`src/rtl/mux_latch_xcvr_pkg.sv`:
```
package mux_latch_xcvr_pkg;

  typedef enum logic {
    RET_FROM_B2 = 1'b0,
    RET_FROM_B1 = 1'b1
  } ret_src_e;

  // One drive-enable bit: on only outside reset with the active-low enable asserted.
  function automatic logic drive_on(input logic rst_n, input logic oe_n);
    return rst_n & ~oe_n;
  endfunction

  // View of a level-sensitive storage element: live input while open.
  function automatic logic pick_view(input logic open_en, input logic live, input logic held);
    return open_en ? live : held;
  endfunction

endpackage

```
`src/rtl/xcvr_latch.sv`:
```
module xcvr_latch #(
  parameter int W = 12
) (
  input  logic         clk,
  input  logic         rst_n,
  input  logic         le,
  input  logic [W-1:0] d,
  output logic [W-1:0] view
);
  import mux_latch_xcvr_pkg::*;

  logic [W-1:0] held_q;
  logic         load_now;

  assign load_now = le;

  always_ff @(posedge clk or negedge rst_n) begin
    if (!rst_n)        held_q <= '0;
    else if (load_now) held_q <= d;
  end

  for (genvar i = 0; i < W; i++) begin : g_bit
    assign view[i] = pick_view(le, d[i], held_q[i]);
  end
endmodule

```
`src/rtl/xcvr_return_mux.sv`:
```
module xcvr_return_mux #(
  parameter int W = 12
) (
  input  logic         sel_b1,
  input  logic [W-1:0] bank1,
  input  logic [W-1:0] bank2,
  output logic [W-1:0] y
);
  import mux_latch_xcvr_pkg::*;

  ret_src_e src;
  assign src = ret_src_e'(sel_b1);

  always_comb begin
    unique case (src)
      RET_FROM_B1: y = bank1;
      default:     y = bank2;
    endcase
  end
endmodule

```
`src/rtl/xcvr_port_drive.sv`:
```
module xcvr_port_drive #(
  parameter int W = 12
) (
  input  logic         rst_n,
  input  logic         oe_n,
  input  logic [W-1:0] d,
  output logic [W-1:0] pad_out,
  output logic [W-1:0] pad_oe
);
  import mux_latch_xcvr_pkg::*;

  logic drive_any;
  assign drive_any = drive_on(rst_n, oe_n);
  assign pad_out   = d;
  assign pad_oe    = {W{drive_any}};
endmodule

```
`src/rtl/mux_latch_xcvr.sv`:
```
module mux_latch_xcvr #(
  parameter int W = 12
) (
  input  logic         clk,
  input  logic         rst_n,
  input  logic [W-1:0] a_in,
  input  logic [W-1:0] b1_in,
  input  logic [W-1:0] b2_in,
  input  logic         le_fwd1,
  input  logic         le_fwd2,
  input  logic         le_ret1,
  input  logic         le_ret2,
  input  logic         sel_b1,
  input  logic         oe_a_n,
  input  logic         oe_b1_n,
  input  logic         oe_b2_n,
  output logic [W-1:0] a_out,
  output logic [W-1:0] a_oe,
  output logic [W-1:0] b1_out,
  output logic [W-1:0] b1_oe,
  output logic [W-1:0] b2_out,
  output logic [W-1:0] b2_oe
);
  localparam int BANKS = 2;

  logic [BANKS-1:0]        fwd_le, ret_le, bank_oe_n;
  logic [BANKS-1:0][W-1:0] fwd_view, ret_view, ret_din, bank_out, bank_oe;
  logic [W-1:0]            a_data;

  assign fwd_le    = {le_fwd2, le_fwd1};
  assign ret_le    = {le_ret2, le_ret1};
  assign ret_din   = {b2_in, b1_in};
  assign bank_oe_n = {oe_b2_n, oe_b1_n};

  for (genvar g = 0; g < BANKS; g++) begin : g_bank
    xcvr_latch #(.W(W)) u_fwd (
      .clk(clk), .rst_n(rst_n), .le(fwd_le[g]), .d(a_in), .view(fwd_view[g])
    );
    xcvr_latch #(.W(W)) u_ret (
      .clk(clk), .rst_n(rst_n), .le(ret_le[g]), .d(ret_din[g]), .view(ret_view[g])
    );
    xcvr_port_drive #(.W(W)) u_drv (
      .rst_n(rst_n), .oe_n(bank_oe_n[g]), .d(fwd_view[g]),
      .pad_out(bank_out[g]), .pad_oe(bank_oe[g])
    );
  end

  xcvr_return_mux #(.W(W)) u_mux (
    .sel_b1(sel_b1), .bank1(ret_view[0]), .bank2(ret_view[1]), .y(a_data)
  );

  xcvr_port_drive #(.W(W)) u_drv_a (
    .rst_n(rst_n), .oe_n(oe_a_n), .d(a_data), .pad_out(a_out), .pad_oe(a_oe)
  );

  assign b1_out = bank_out[0];
  assign b1_oe  = bank_oe[0];
  assign b2_out = bank_out[1];
  assign b2_oe  = bank_oe[1];
endmodule

```
`config.mk`:
```
export PLATFORM = sky130hd
export DESIGN_NAME = mux_latch_xcvr
export DESIGN_NICKNAME = d
export VERILOG_FILES = /design/src/rtl/mux_latch_xcvr_pkg.sv /design/src/rtl/xcvr_latch.sv /design/src/rtl/xcvr_return_mux.sv /design/src/rtl/xcvr_port_drive.sv /design/src/rtl/mux_latch_xcvr.sv
export SDC_FILE = /design/constraint.sdc
export NUM_CORES = 1
export LEC_CHECK = 0
export ABC_AREA = 1
export BUFFER_PORTS_ARGS = -buffer_cell sky130_fd_sc_hd__buf_2
export CAP_MARGIN = 20
export CORE_MARGIN = 2
export CORE_UTILIZATION = 47
export DETAILED_ROUTE_END_ITERATION = 7
export GPL_TIMING_DRIVEN = 0
export PLACE_DENSITY = 0.8
export SLEW_MARGIN = 20
export SYNTH_ARGS = -nofsm -noshare
export SYNTH_HDL_FRONTEND = slang
export SYNTH_SLANG_ARGS = --single-unit
export TNS_END_PERCENT = 10
```
`constraint.sdc`:
```
create_clock -name clk -period 0.8 [get_ports clk]
set_input_delay 0.04 -clock clk [delete_from_list [all_inputs] [get_ports clk]]
set_output_delay 0.04 -clock clk [all_outputs]
set_load 0.05 [all_outputs]
```
* Yosys cells after proc, flatten, opt, wreduce, memory -nomap -nowiden *
Index checks and enable logic that the tools add are counted.

operators by class
  $add $sub $neg = 0
  bitwise gates (word level) = 6
  $mul = 0
  reductions and logical operators = 0
  div/mod/pow operators = 0
  shifts and indexed selects = 0
  multiplexer cells = 49
  equal/unequal tests = 0
  order comparisons = 0

operators by type and width
  kind               number
  1-bit 2-to-1 mux   48
  12-bit 2-to-1 mux  1
  1-bit bitwise AND  3
  1-bit inverter     3

storage, ports and cells
  latch bits = 0
  register bits after elaboration = 48
  bits in read-only memories = 0
  input bits = 46
  word-level logic and storage cells = 59
  RAM bits = 0
  memories = 0

* Longest topological paths before layout *
Gate-level depths: netlist of the first run.

  depth after elaboration = 2
  depth in mapped cells = 5
  gate-level depth less buffers = 4

* By module *
A second synthesis of the first run with hierarchy kept.

second synthesis, totals
  cells, all modules = 321
  area total of the unflattened synthesis = 2560.0 um^2

modules (own cells, without submodules)
  module           area each (um^2)  times used  cells an instance
  xcvr_latch       457.9             4           51
  xcvr_port_drive  190.2             3           26
  xcvr_return_mux  157.7             1           39

* Worst setup path before layout of the first run *
No wires, ideal clock.

  kind = register -> register
  from = reg g_bank[0].u_fwd.held_q[0] (netlist name)
  to = reg g_bank[0].u_fwd.held_q[0]
  path buffers = 0
  arrival time = 1.457 ns
  period minus slack after synthesis = 1.705 ns
  path slack = -0.905 ns
  stages on the path, launching flop included = 3
  required time = 0.552 ns
  cell sequence = dfrtp_1 inv_1 o21ai_0

RTL lines
  item                    RTL line          source
  end signal: assignment  xcvr_latch.sv:18  if (!rst_n) held_q <= '0;
  end signal: assignment  xcvr_latch.sv:19  else if (load_now) held_q <= d;
  end: declaration        xcvr_latch.sv:12  logic [W-1:0] held_q;

* Worst setup path after layout of the first run *
  from = reg g_bank[0].u_ret.held_q[1]
  to = out a_out[1]

between the ends
  word-level cells in the longest chain between the ends = 2

RTL lines
  item                      RTL line                  source
  start: declaration        xcvr_latch.sv:12
  start signal: assignment  xcvr_latch.sv:18
  start signal: assignment  xcvr_latch.sv:19
  1-bit 2-to-1 mux          mux_latch_xcvr_pkg.sv:15  return open_en ? live : held;
  12-bit 2-to-1 mux         xcvr_return_mux.sv:15     unique case (src)
  end: declaration          mux_latch_xcvr.sv:17      output logic [W-1:0] a_out,

Every way passes these cells.

==> results of run 1 <==
final cells by class:
type                    count  share of cell area [%]
multi-input cells         162                    24.3
clock buffers               6                    1.81
repair buffers            127                    30.2
inverters                  76                    6.33
flip-flops and latches     48                    26.3
well taps                  70                    1.92
plain buffers              46                    8.30
clock inverters             2                   0.849
logic make-up (layout without fill, tap and decap cells):
group | count (synthesis) | in the layout | share of synthesized area [%]
simple gates | 135 | 138 | 23.5
compound gates | 24 | 24 | 4.71
buf+inv | 122 | 257 | 24.7
flops | 48 | 48 | 47.1
routing by layer:
layer | global-route usage, % | vias up | wire [um]
li1 | - | 1204 | -
met1 | 35.3 | 1215 | 3510
met2 | 52.0 | 121 | 4980
met3 | 6.28 | 28 | 598
met4 | 12.3 | 0 | 343
met5 | 0 | - | 0
how the worst max path moves through the flow:
stage,start,to,slack [ps],cells after the start
5_1_grt,g_bank[0].u_ret.held_q[2],a_out[2],-420,5
3_3_place_gp,rst_n,b2_oe[5],-1330,5
3_5_place_dp,rst_n,a_oe[5],-1400,5
4_1_cts,g_bank[0].u_ret.held_q[2],a_out[2],-340,5
6_report,g_bank[0].u_ret.held_q[1],a_out[1],-380,5
2_1_floorplan,g_bank[1].u_ret.held_q[10],a_out[10],-30,4
registers in the layout, indices dropped and copies added (netlist names):
register,flops
g_bank.u_ret.held_q,24
g_bank.u_fwd.held_q,24
power breakdown:
| part | total (uW) | switching, uW | internal, uW |
|---|---|---|---|
| Clock | 1880 | 853 | 1020 |
| Combinational | 3230 | 1980 | 1250 |
| Sequential | 2720 | 85.3 | 2640 |
stage by stage:
stage / hold WS [ps] / setup TNS (ps) / instances / utilization [%]
floorplan: -256 / -1810 / 329 / -
global placement: 291 / -64810 / 516 / 67.7
detailed placement: 296 / -69170 / 516 / 67.7
CTS: -6.28 / -11170 / 535 / 85.5
global route: 19.8 / -16810 / 537 / 88.3
finish: 27.2 / -14180 / 537 / 88.3
worst max-delay path: stages (launching register included):
cell	delay (ps)
dfrtp_1	380
inv_1	60
nand2_1	100
nand3_2	90
nand2_1	60
buf_6	150
Yosys cell counts, drive strengths merged:
| library cell | count | area share [%] |
|---|---|---|
| nor2 | 3 | 0.44 |
| nand2 | 84 | 12 |
| o21ai | 24 | 4.7 |
| nand3 | 24 | 4.7 |
| buf | 46 | 14 |
| and2 | 24 | 6.0 |
| dfrtp | 48 | 47 |
| inv | 76 | 11 |
repair_timing:
action | 4_1_cts | 5_1_grt
pin swaps | 8 | 11
hold buffers | 3 | 1
endpoints found under the setup margin | 72 | 84
resized for setup | 199 | 36
hold endpoints to repair | 55 | 12
setup buffers | 3 | 1
gates cloned | 5 | 0
==> flow_summary.toml, run 1 <==
[outcome]
status = "finished with violations"
violations = "negative setup slack"

[power_and_ir_drop]
irDropWorstVdd_mv = 1.21
power.total_uw = 7830
leakagePower_uw = 0.00245
p_per_area_mw_per_mm2 = 1710

[critical_path]
rrSetupSlack_ps = -20
crit_arrival_ps = 1140
rr_endpoint = "g_bank[1].u_ret.held_q[7]"
r2r-start = "g_bank[1].u_ret.held_q[7]"
crit_path_start_kind = "register"
worstPathRequired_ps = 760
reg2regPathDepth = 4
crit_fanout = 2
criticalPathCategory = "register to primary output"
end_kind = "primary output"

[detailed_routing]
drc = 0
vias = 2568
wirelength_mm = 9.43
antenna_left = 0
wire_per_inst_um = 17.6
firstDrtPassIters = 4
viasPerCell = 4.78
drtIter0Drc = 185

[global_routing]
grt_pass1_wl_mm = 13.8
grt_usage_pct = 29.7
grt_start_max_net_pins = 25
antenna_found_initial = 0
grt_pass1_vias = 2636
grt_overflow = 0

[floorplanning]
rows = 26
fp.dieW_um = 77.7
fp.dieH_um = 77.7
core_sq_mm = 0.00517
start_util_pct = 49.3
io_pins = 118
dieArea_sq_mm = 0.00603

[sta]
finalSetupViolations = 74
timing.final.ws_setup_ps = -378
max_freq_mhz = 849
finalHoldViolCount = 0
drv_slew = 0
finalCriticalPeriod_ps = 1180
skew_ps = 0
worst_pin_slew_ps = 266
min_period_over_period_pct = 147
rsz0062_at_grt = "true"
slew_headroom_pct = 82.2

[final_layout]
multi_input_area_sq_mm = 0.00111
syn_to_final_growth_pct = 79.1
insertedDiodeCount = 0
final_cell_mix = "nand2_1, inv_1, dfrtp_1"
layout.nets = 512
seq_area_sq_mm = 0.00120
layout_commonest_cell = "nand2_1"
drive_gt1_share_pct = 50.7
nFillCells = 232
design_area_sq_mm = 0.00457

[hold_path]
whs_endpoint = "g_bank[0].u_fwd.held_q[1]"
hold_start = "a_in[1]"
worstHoldPathCells = 3
hold_class = "input port to register"

[cts]
clock_path_buffers = 2
worstSkewPairLatency_ps = 300
cts_tree = "done"
cts.sinks = 48
cts_buffers = 5
htreeDepth = 2
cts-root-buf = "clkbuf_8"
clk_pin_slew_ps = 90

[synth]
yosys_warnings = 0
syn_area_sq_mm = 0.00255
synth_fp_nets = 375
ys_types = 12
synth-seq-cells = 48
ys_seq_area_share_pct = 47.1
synth_cells = 329
avgSynthCellArea_sq_um = 7.75

[placement]
gp_congestion = 0.710
hpwl_mm = 4.44
place_ws_ps = -1400
portBuffers = 117
placed_area_sq_mm = 0.00350

[run]
drv_cap = 0
No activity file was read; power rests on OpenSTA's default activity.
==> run 2: changes to the inputs <==
CORE_UTILIZATION = 40   (was 47)
GPL_TIMING_DRIVEN = 1   (was 0)
PLACE_DENSITY = 0.7   (was 0.8)
REMOVE_ABC_BUFFERS = 1   (was not set)
==> run 2 against run 1 <==
Critical endpoint is now a_out[9]. First-iteration DRC count decreased by 74%. Via count decreased by 14%. Utilization decreased by 30 points. Final area decreased by 20%. Sequential power about the same. Highest routed layer unchanged. Largest power group is now registers. Clock skew unchanged. Critical path depth unchanged. The flow finishes with violations (negative hold slack, negative setup slack). Critical path type unchanged. Flip-flop and latch count unchanged. Global-route usage decreased by 13 points. Clock-buffer cell count increased by 1. Register-to-register slack got worse by 30 ps. Maximum frequency increased by 4.9%.
==> flow_summary.toml, run 2 (synthesis gave the netlist of run 1 again) <==
[cts]
cts-root-buf = "clkbuf_8"
cts_tree = "done"
clk_pin_slew_ps = 90
worstSkewPairLatency_ps = 290
cts.sinks = 48
htreeDepth = 2
clock_path_buffers = 2
cts_buffers = 5

[critical_path]
rr_endpoint = "g_bank[0].u_fwd.held_q[2]"
rrSetupSlack_ps = -50
crit_arrival_ps = 1080
crit_path_start_kind = "register"
crit_start = "g_bank[0].u_ret.held_q[9]"
worstPathRequired_ps = 760
r2r-start = "g_bank[0].u_fwd.held_q[2]"
crit_fanout = 2
reg2regPathDepth = 4
end_kind = "primary output"
criticalPathCategory = "register to primary output"

[final_layout]
insertedDiodeCount = 0
syn_to_final_growth_pct = 43.3
layout.nets = 483
layout_commonest_cell = "nand2_1"
final_cell_mix = "nand2_1, buf_2, inv_1"
nFillCells = 550
reg.largest.list = "g_bank.u_fwd.held_q x24, g_bank.u_ret.held_q x24"
drive_gt1_share_pct = 46.3

[floorplanning]
core_sq_mm = 0.00624
rows = 29
fp.dieH_um = 83.9
io_pins = 118
start_util_pct = 40.9
dieArea_sq_mm = 0.00703
fp.dieW_um = 83.9

[outcome]
status = "finished with violations"
violations = "negative hold slack, negative setup slack"

[power_and_ir_drop]
p_per_area_mw_per_mm2 = 1940
leakagePower_uw = 0.00213
irDropWorstVdd_mv = 1.03
power.total_uw = 7110

[sta]
finalSetupViolations = 37
fin_tns_setup_ps = -9410
finalCriticalPeriod_ps = 1120
rsz0062_at_grt = "true"
min_period_over_period_pct = 140
slew_headroom_pct = 60.7
worst_pin_slew_ps = 590
max_freq_mhz = 891
finalHoldViolCount = 50
timing.final.ws_setup_ps = -322
drv_slew = 0
skew_ps = 0
holdWs_ps = -150

[detailed_routing]
vias = 2198
wire_per_inst_um = 10.9
drtIter0Drc = 48
drc = 0
firstDrtPassIters = 4
antenna_left = 0
viasPerCell = 4.27
wirelength_mm = 5.63

[global_routing]
antenna_found_initial = 0
grt_overflow = 0
grt_pass1_vias = 2195
grt_start_max_net_pins = 49
grt_pass1_wl_mm = 9.79
grt_usage_pct = 17.0

[hold_path]
hold_class = "input port to asynchronous set/reset pin"

[placement]
gp_congestion = 0.771
portBuffers = 117
hpwl_mm = 3.84

[run]
drv_cap = 0
==> run 2: routing by layer <==
layer | global-route usage (%) | up-vias | wire (um)
li1 | - | 1141 | -
met1 | 21.3 | 983 | 2510
met2 | 29.3 | 68 | 2750
met3 | 4.65 | 6 | 330
met4 | 3.81 | 0 | 43
met5 | 0 | - | 0
==> run 2: critical path, cell delays in order (launching register included) <==
cell	delay [ps]
dfrtp_1	370
inv_1	60
nand2_2	60
nand3_2	70
nand2_1	70
buf_6	150
==> run 2: how the worst max path moves through the flow <==
stage / to / slack, ps / cells after the start
6_report: a_out[9] / -320 / 5
5_1_grt: a_out[9] / -420 / 5
4_1_cts: a_out[9] / -350 / 5
3_5_place_dp: b2_out[1] / -160 / 4
3_3_place_gp: b1_out[1] / -160 / 3
2_1_floorplan: a_oe[0] / -6690 / 2
==> run 2: power by group <==
group | total [uW] | internal, uW | leakage (uW) | switching [uW]
Combinational | 2540 | 876 | 0.00151 | 1660
Clock | 1870 | 1100 | 0.0000645 | 769
Sequential | 2700 | 2640 | 0.000558 | 60.8
Total | 7110 | 4620 | 0.00213 | 2490
==> run 2: per-stage QoR <==
| step | cell area, sq um | cells | utilization [%] | setup slack [ps] | hold slack [ps] |
|---|---|---|---|---|---|
| floorplan | 2210 | 283 | - | -6690 | -256 |
| global placement | 3130 | 506 | 50.2 | -161 | 189 |
| detailed placement | 3130 | 506 | 50.2 | -160 | 202 |
| CTS | 3590 | 515 | 57.5 | -350 | -126 |
| global route | 3660 | 515 | 58.6 | -418 | -102 |
| finish | 3660 | 515 | 58.6 | -322 | -150 |
==> run 2: cell type report <==
type | instances | area [sq um] | area share (%)
Clock buffer | 7 | 96.3 | 2.64
Clock inverter | 1 | 30.0 | 0.821
Inverter | 76 | 285 | 7.80
Multi-Input combinational cell | 159 | 852 | 23.3
Sequential cell | 48 | 1200 | 32.9
Tap cell | 77 | 96.3 | 2.64
Timing Repair Buffer | 147 | 1090 | 29.9
==> run 2: timing repair <==
action                                 4_1_cts  5_1_grt
gates resized for setup                    122       31
setup endpoints to repair                   43       64
pin swaps                                    4        1
buffers inserted                             1        0
endpoints found under the hold margin       53       50
==> run 3: changes to the inputs <==
BUFFER_PORTS_ARGS = not set   (was -buffer_cell sky130_fd_sc_hd__buf_2)
CORE_ASPECT_RATIO = 0.75   (was not set)
DONT_BUFFER_PORTS = 1   (was not set)
PLACE_DENSITY = not set   (was 0.7)
==> run 3 against run 2 <==
The run still ends with negative hold slack, negative setup slack left. Global-route usage up 1.9 points. Worst hold slack worse by 410 ps. Die area up 0.10%. Combinational power down 2%. Cell count down 14%. Utilization down 0.47 points. Final area down 1.1%. Routed wire length up 8.1%. Clock skew unchanged. Sequential share of layout area up 0.35 points. Critical path type unchanged.
==> flow_summary.toml, run 3 (synthesis gave the netlist of run 1 again) <==
[final_layout]
final_cell_mix = "inv_1, nand2_1, dfrtp_1"
layout_commonest_cell = "inv_1"
layout.nets = 409
fin_util_pct = 58.1
syn_to_final_growth_pct = 41.8
insertedDiodeCount = 0
drive_gt1_share_pct = 35.2
design_area_sq_mm = 0.00362
reg.largest.list = "g_bank.u_fwd.held_q x24, g_bank.u_ret.held_q x24"

[sta]
holdWs_ps = -557
rsz0062_at_grt = "true"
slew_headroom_pct = 72.1
finalHoldViolCount = 72
skew_ps = 0
drv_slew = 0
finalSetupViolations = 43
timing.final.ws_setup_ps = -354
max_freq_mhz = 866
finalCriticalPeriod_ps = 1150
min_period_over_period_pct = 144
worst_pin_slew_ps = 421

[cts]
cts_tree = "done"
cts-root-buf = "clkbuf_8"
cts-hold-fix-buffers = 22
clk_pin_slew_ps = 80
worstSkewPairLatency_ps = 280
cts_buffers = 5
clock_path_buffers = 2
htreeDepth = 2
cts.sinks = 48

[critical_path]
rr_endpoint = "g_bank[1].u_ret.held_q[10]"
slowest_stage = "dfrtp_1"
worstPathRequired_ps = 760
criticalPathCategory = "register to primary output"
crit_chain = "inv_1 > nand2_1 > nand3_2 > nand2_2 > buf_12"
r2r-start = "g_bank[1].u_ret.held_q[10]"
crit_path_start_kind = "register"
max_stage_delay_ps = 380
crit_arrival_ps = 1110
rrSetupSlack_ps = -50
crit_fanout = 2
end_kind = "primary output"
reg2regPathDepth = 4

[run]
drv_cap = 0

[global_routing]
grt_start_max_net_pins = 50
antenna_found_initial = 0
grt_usage_pct = 18.9
grt_pass1_vias = 2211
grt_pass1_wl_mm = 10.2
grt_overflow = 0

[outcome]
status = "finished with violations"
violations = "negative hold slack, negative setup slack"

[power_and_ir_drop]
irDropWorstVdd_mv = 0.785
p_per_area_mw_per_mm2 = 1790
leakagePower_uw = 0.00186

[floorplanning]
start_util_pct = 41.0
core_sq_mm = 0.00622
fp.dieW_um = 96.2
rows = 25
fp.dieH_um = 73.2
dieArea_sq_mm = 0.00704
io_pins = 118

[detailed_routing]
wirelength_mm = 6.09
drtIter0Drc = 113
viasPerCell = 4.60
wire_per_inst_um = 13.8
drc = 0
firstDrtPassIters = 4
vias = 2035
antenna_left = 0

[hold_path]
hold_class = "input port to asynchronous set/reset pin"

[placement]
gp_congestion = 0.839
place_ws_ps = -184
hpwl_mm = 3.93
portBuffers = 0
placed_area_sq_mm = 0.00298
[run 3: cell types whose count changed in the layout (fill, tap and decap cells not counted), sizes merged]
cell         before  now
buf             135   50
clkbuf           19    6
dlygate4sd3       0   22
bufinv            1    0
[run 3: per-stage QoR]
step	power (uW)	hold WS [ps]	setup TNS [ps]	instances
detailed placement	4890	-254	-1140	414
CTS	6500	-576	-10060	442
finish	6470	-557	-9790	442
floorplan	4140	-256	-279880	283
global route	6810	-585	-12460	442
global placement	4860	-255	-991	414
[run 3: power breakdown]
| group | switching, uW | internal (uW) | total, uW |
|---|---|---|---|
| combinational | 1570 | 923 | 2490 |
| sequential | 58.1 | 2640 | 2700 |
| clock | 714 | 565 | 1280 |
[run 3: timing repair]
item / 4_1_cts / 5_1_grt
setup endpoints to repair: 47 / 46
setup buffers: 1 / 0
endpoints found under the hold margin: 95 / 72
pin swaps: 6 / 3
resized for setup: 81 / 15
[run 3: cell type report]
cell class | instances | area [sq um]
timing repair buffer | 73 | 980
clock buffer | 5 | 68.8
multi-input combinational | 159 | 973
fill | 554 | 2610
sequential | 48 | 1200
inverter | 76 | 293
tap | 81 | 101
[run 3: layer usage]
layer | GRT usage, % | routed length [um]
met1 | 25.0 | 2520
met4 | 7.46 | 134
met2 | 30.7 | 3150
met5 | 0 | 0
met3 | 3.72 | 285
[run 3: how the worst max path moves through the flow]
stage	startpoint	endpoint	slack [ps]
after floorplan	rst_n	a_oe[0]	-6690
after global placement	rst_n	b2_oe[11]	-180
after detailed placement	rst_n	b2_oe[11]	-180
after CTS	g_bank[0].u_ret.held_q[3]	a_out[3]	-330
after global routing	g_bank[0].u_ret.held_q[5]	a_out[5]	-410
final	g_bank[1].u_ret.held_q[9]	a_out[9]	-350
[run 3: worst max-delay path: cells and delay by family (launching register included)]
family	cells	cell delay (ps)
buf+inv	2	220
flops	1	380
simple gates	3	220
